$ cat config.mk
export PLATFORM = sky130hd
export DESIGN_NAME = mgmt_stat_ser
export DESIGN_NICKNAME = d
export VERILOG_FILES = /design/src/rtl/mgmt_stat_ser.sv
export SDC_FILE = /design/constraint.sdc
export NUM_CORES = 1
export LEC_CHECK = 0
export BUFFER_PORTS_ARGS = -buffer_cell sky130_fd_sc_hd__buf_2
export CORE_MARGIN = 4
export CORE_UTILIZATION = 45
export DETAILED_ROUTE_END_ITERATION = 10
export GPL_ROUTABILITY_DRIVEN = 0
export PLACE_DENSITY = 0.8
export SLEW_MARGIN = 20
export SYNTH_ARGS = -nofsm -noshare
export SYNTH_HDL_FRONTEND = slang
export SYNTH_SLANG_ARGS = --single-unit
export TNS_END_PERCENT = 5
$ cat constraint.sdc
create_clock -name clk -period 2.73 [get_ports clk]
set_clock_uncertainty 0.05 [all_clocks]
set_input_delay 0.819 -clock clk [delete_from_list [all_inputs] [get_ports clk]]
set_output_delay 0.819 -clock clk [all_outputs]
set_load 0.02 [all_outputs]
$ cat src/rtl/mgmt_stat_ser.sv
module mgmt_stat_ser #(
  parameter int DEC_W      = 16,
  parameter int THR_W      = 8,
  parameter int STAT_BYTES = 7
) (
  input  logic                    clk,
  input  logic                    rst_n,
  input  logic                    frm_act,
  input  logic                    frm_bit,
  input  logic                    frm_sfd,
  input  logic                    comp_req,
  input  logic                    cfg_sfd_only,
  input  logic [DEC_W-1:0]        cfg_comp_bytes,
  input  logic [THR_W-1:0]        cfg_gap_thr,
  input  logic [8*STAT_BYTES-1:0] stat_in,
  output logic                    bus_crs,
  output logic                    bus_clk_en,
  output logic                    bus_dat
);

  localparam int STAT_W = 8 * STAT_BYTES;
  localparam int DLY    = 7;
  localparam int GAP_W  = THR_W + 1;
  localparam int TCNT_W = $clog2(STAT_W);

  localparam logic [2:0] S_IDLE  = 3'd0;
  localparam logic [2:0] S_PASS  = 3'd1;
  localparam logic [2:0] S_STALL = 3'd2;
  localparam logic [2:0] S_TAIL  = 3'd3;
  localparam logic [2:0] S_MUTE  = 3'd4;

  logic [DLY:0]        act_dl;
  logic [DLY-1:0]      bit_dl, sfd_dl;
  logic [2:0]          st;
  logic                sfd_seen, arm, done;
  logic [2:0]          bitcnt;
  logic [DEC_W-1:0]    bytecnt;
  logic [GAP_W-1:0]    gap;
  logic [TCNT_W-1:0]   tcnt;
  logic [STAT_W-1:0]   stat_sh;

  wire d_act   = act_dl[DLY-1];
  wire d_act_q = act_dl[DLY];
  wire d_bit   = bit_dl[DLY-1];
  wire d_sfd   = sfd_dl[DLY-1];

  wire in_idle   = (st == S_IDLE);
  wire in_tail   = (st == S_TAIL);
  wire start     = in_idle & d_act & (cfg_sfd_only ? frm_sfd : ~d_act_q);
  wire gap_ok    = gap > {1'b0, cfg_gap_thr};
  wire go_pass   = start & gap_ok;
  wire go_mute   = start & ~gap_ok;
  wire pass_cyc  = d_act & ((st == S_PASS) | go_pass);
  wire trunc_now = pass_cyc & sfd_seen & (arm | comp_req) &
                   (bitcnt == 3'd0) & (bytecnt == cfg_comp_bytes);
  wire emit_data = pass_cyc & ~trunc_now;
  wire pad_now   = in_tail & (bitcnt != 3'd0);
  wire [STAT_W-1:0] stat_ld = stat_in | {{(STAT_W-2){1'b0}}, done, 1'b0};

  always_ff @(posedge clk) begin
    if (!rst_n) begin
      act_dl <= '0;
      bit_dl <= '0;
      sfd_dl <= '0;
    end else begin
      act_dl <= {act_dl[DLY-1:0], frm_act};
      bit_dl <= {bit_dl[DLY-2:0], frm_bit};
      sfd_dl <= {sfd_dl[DLY-2:0], frm_sfd};
    end
  end

  always_ff @(posedge clk) begin
    if (!rst_n) begin
      st         <= S_IDLE;
      sfd_seen   <= 1'b0;
      arm        <= 1'b0;
      done       <= 1'b0;
      bitcnt     <= '0;
      bytecnt    <= '0;
      gap        <= '1;
      tcnt       <= '0;
      stat_sh    <= '0;
      bus_crs    <= 1'b0;
      bus_clk_en <= 1'b0;
      bus_dat    <= 1'b0;
    end else begin
      bus_crs    <= ~in_idle | start;
      bus_clk_en <= emit_data | in_tail;
      bus_dat    <= emit_data ? d_bit : (in_tail & ~pad_now & stat_sh[0]);

      case (st)
        S_IDLE: begin
          sfd_seen <= 1'b0;
          arm      <= 1'b0;
          done     <= 1'b0;
          bitcnt   <= '0;
          bytecnt  <= '0;
          tcnt     <= '0;
          if (go_pass)      st <= S_PASS;
          else if (go_mute) st <= S_MUTE;
          else if (!(&gap)) gap <= gap + GAP_W'(1);
        end
        S_PASS: begin
          if (trunc_now) begin
            st   <= S_STALL;
            done <= 1'b1;
          end else if (!d_act) begin
            st      <= S_TAIL;
            stat_sh <= stat_ld;
          end
        end
        S_STALL: begin
          if (!d_act) begin
            st      <= S_TAIL;
            stat_sh <= stat_ld;
          end
        end
        S_TAIL: begin
          if (pad_now) begin
            bitcnt <= bitcnt + 3'd1;
          end else begin
            stat_sh <= stat_sh >> 1;
            tcnt    <= tcnt + TCNT_W'(1);
            if (tcnt == TCNT_W'(STAT_W - 1)) begin
              st  <= S_IDLE;
              gap <= '0;
            end
          end
        end
        S_MUTE: begin
          if (!d_act) begin
            st  <= S_IDLE;
            gap <= '0;
          end
        end
        default: st <= S_IDLE;
      endcase

      if (pass_cyc && comp_req) arm <= 1'b1;

      if (emit_data) begin
        if (d_sfd) begin
          sfd_seen <= 1'b1;
          bitcnt   <= '0;
          bytecnt  <= '0;
        end else begin
          bitcnt <= bitcnt + 3'd1;
          if (sfd_seen && bitcnt == 3'd7 && !(&bytecnt))
            bytecnt <= bytecnt + DEC_W'(1);
        end
      end
    end
  end

endmodule

==> flow_summary.json <==
{
  "netlist_instances": 714,
  "worstSkewPairLatency_ns": 0.42,
  "vias": 5396,
  "dp_cells": 952,
  "r2r-start": "gap[0]$_SDFFE_PN1P_",
  "power_density_mw_per_mm2": 921,
  "min_path_cells": 1,
  "diodes": 0,
  "wl_um": 13800,
  "p_leak_nw": 2.82,
  "slew_violations": 0,
  "fin_cells": 984,
  "cp.required_ns": 3.00,
  "fin_crit_sh": 0.961,
  "first_iter_violations": 503,
  "start_util": 0.459,
  "route.detailed.drc": 0,
  "r2r-end": "gap[6]$_SDFFE_PN1P_",
  "min_period_ns": 2.62,
  "clk_path_buf_depth": 2,
  "clk_pin_slew_ns": 0.06,
  "via_per_inst": 5.48,
  "cts_tree": "done",
  "combinationalPowerShare": 0.247,
  "worst_pin_slew_ns": 0.499,
  "p_seq_frac": 0.373,
  "io_pins": 90,
  "synth_seq_cells": 121,
  "finalSetupViolations": 0,
  "ys.flop_type": "dfxtp_1",
  "holdBufCountCts": 0,
  "area_delta_synth_final_pct": 24.8,
  "drive_above_1_share": 0.206,
  "switching_share": 0.299,
  "die_w_um": 122,
  "clock_sinks": 121,
  "drtAntennaViolNets": 0,
  "grt_max_degree": 88,
  "ctsRootBufferMaster": "clkbuf_16",
  "peakVddDrop_uv": 501,
  "relSlewSlack": 0.664,
  "h-tree-depth": 4,
  "clock_power_share": 0.381,
  "synth_area_mm2": 0.00580,
  "die_y_um": 122,
  "cts_buffers": 17,
  "min_from": "sfd_dl[0]$_SDFF_PN0_",
  "core-area_mm2": 0.0126,
  "syn-mean-instance-area_um2": 8.12,
  "p_switching_mw": 1.99,
  "grt-ovfl-total": 0,
  "grt_pass1_vias": 5018,
  "ys_warn_count": 0,
  "grt_pass1_wl_um": 23400,
  "whs_ns": 0.382,
  "cp-start-kind": "input pin",
  "holdPathEnd": "sfd_dl[1]$_SDFF_PN0_",
  "grt_usage": 0.194,
  "hp-class": "flip-flop to flip-flop",
  "syn_nets": 816,
  "rsz0062_at_grt": "yes",
  "dr.pass1.iters": 5,
  "finalNetCount": 901,
  "synthDistinctLibCells": 58,
  "hold_viol_final": 0,
  "design_area_mm2": 0.00723,
  "crit_fanout": 7,
  "worstSetupEndpointType": "flip-flop",
  "dp_hpwl_um": 9090,
  "yosysSeqAreaShare": 0.418,
  "synth_enable_flop_cells": 0,
  "reg2reg_slack_ns": 0.13,
  "antenna_found_initial": 0,
  "fp-row-count": 41,
  "port_buffers": 89,
  "critical_path_class": "input pin to flip-flop",
  "fmax_mhz": 381,
  "p_int_mw": 4.67,
  "reg2reg_depth": 10,
  "post_cts_buffers": 0,
  "outcome": "complete, no violations",
  "async_flop_share": 0,
  "wl_per_cell_um": 14.0,
  "dieArea_mm2": 0.0148,
  "dpl_cell_area_mm2": 0.00653,
  "max_cap_viol_count": 0,
  "arrival_ns": 2.89
}
-- registers in the layout, indices dropped and copies added, names as in the netlist, 3 cells and up --
name	count
bit_dl	7
gap	9
bytecnt	16
act_dl	8
sfd_dl	7
st	3
tcnt	6
bitcnt	3
stat_sh	56
-- stage by stage --
step            util  total power, mW  TNS, ns  worst slack, ns
5_1_grt        0.573             7.10  -0.0149          -0.0103
6_report       0.573             6.66        0            0.106
2_1_floorplan      -             3.70        0           0.0117
3_5_place_dp   0.518             4.13    -4.68           -0.288
3_3_place_gp   0.518             4.08    -2.56           -0.168
4_1_cts        0.571             6.68        0           0.0858
-- power groups by stage --
| stage | logic (mW) | registers (mW) | clock network [mW] |
|---|---|---|---|
| 2_1_floorplan | 1.25 | 2.45 | 0 |
| 3_3_place_gp | 1.58 | 2.50 | 0 |
| 6_report | 1.64 | 2.48 | 2.54 |
| 4_1_cts | 1.63 | 2.48 | 2.57 |
| 3_5_place_dp | 1.62 | 2.51 | 0 |
| 5_1_grt | 1.90 | 2.54 | 2.66 |
-- worst max-delay path: stages --
cell and delay (ns):
buf_2 0.07, inv_1 0.04, ha_1 0.29, and4b_1 0.26
a211o_1 0.31, o21a_1 0.28, or4_1 0.54, a311oi_2 0.28
-- cell usage after synthesis (all sizes together), types with 2 or more instances --
library cell	instances	share of area
nor2	87	0.056
a32oi	2	0.0030
a2111oi	2	0.0041
nor3	6	0.0052
or4	5	0.0071
o31a	2	0.0030
nor3b	2	0.0026
and3b	2	0.0030
xor2	4	0.0060
o311ai	18	0.027
o31ai	2	0.0026
dfxtp	121	0.42
and3	8	0.0086
a311oi	60	0.091
xnor2	12	0.018
nor4	3	0.0032
buf	5	0.0047
nor2b	6	0.0065
nand2b	5	0.0054
or3	5	0.0071
o21ai	12	0.011
a21oi	26	0.022
nand4	12	0.013
o2111ai	12	0.018
inv	18	0.012
a31oi	2	0.0022
and2	31	0.033
nand3	21	0.020
nand2	137	0.089
o21a	3	0.0039
o211ai	3	0.0039
clkbuf	49	0.032
ha	15	0.032
-- timing repair --
| item | in CTS | in global routing |
|---|---|---|
| setup endpoints to repair | 0 | 7 |
| endpoints found under the hold margin | 0 | 0 |
| resized for setup | 0 | 4 |
-- how the worst max path moves through the flow --
stage                        start                      to  slack, ns
6_report            cfg_gap_thr[7]   bytecnt[9]$_SDFF_PN0_       0.11
4_1_cts        gap[1]$_SDFFE_PN1P_     gap[4]$_SDFFE_PN1P_       0.09
2_1_floorplan       cfg_gap_thr[2]  bytecnt[11]$_SDFF_PN0_       0.01
3_3_place_gp        cfg_gap_thr[7]   bytecnt[9]$_SDFF_PN0_      -0.17
3_5_place_dp        cfg_gap_thr[2]   bytecnt[9]$_SDFF_PN0_      -0.29
5_1_grt        gap[0]$_SDFFE_PN1P_     gap[6]$_SDFFE_PN1P_      -0.01
-- routing by layer --
metal  GRT usage  share of wire  vias up
li1            -              -     2746
met1       0.264           0.47     2494
met2       0.296           0.47      139
met3      0.0457          0.050       17
met4      0.0812          0.016        0
met5           0              0        -
-- layout make-up --
type,instances,area [um2]
fillers,1167,5390
multi-input cells,521,3140
flip-flops and latches,121,2420
repair buffers,120,716
clock buffers,17,425
clock inverters,15,248
well taps,172,215
inverters,18,67.6
-- placed cells by master (no fill, tap or decap), types with 3 or more instances in the layout --
cell        count
ha_1           15
nand2b_1        5
buf_2          89
o21a_1          3
dfxtp_1       121
nor2b_1         6
xor2_1          4
or4_1           4
nor2_1         87
nor4_1          3
clkbuf_16      17
or3_1           3
clkinvlp_4      3
xnor2_1        12
nor3_1          6
o211ai_1        3
clkinv_4        3
nand3_1        19
nand2_1       137
a311oi_1       59
buf_4          28
and2_1         31
o2111ai_1      12
bufinv_16       6
o311ai_0       18
inv_1          17
and3_1          8
buf_12          3
a21oi_1        25
nand4_1        12
o21ai_0        11
-- logic make-up after synthesis --
family                   count (synthesis)  share of synthesized area
AND/OR/NAND/NOR                        335                      0.268
AO/OA/AOI/OAI                          154                      0.208
flip-flops                             121                      0.418
buffers and inverters                   72                     0.0483
XOR/XNOR                                16                     0.0242
adder cells (fa/ha/maj)                 15                     0.0324
multiplexers                             1                    0.00173
Note: power is estimated with default switching activity, not from simulation.
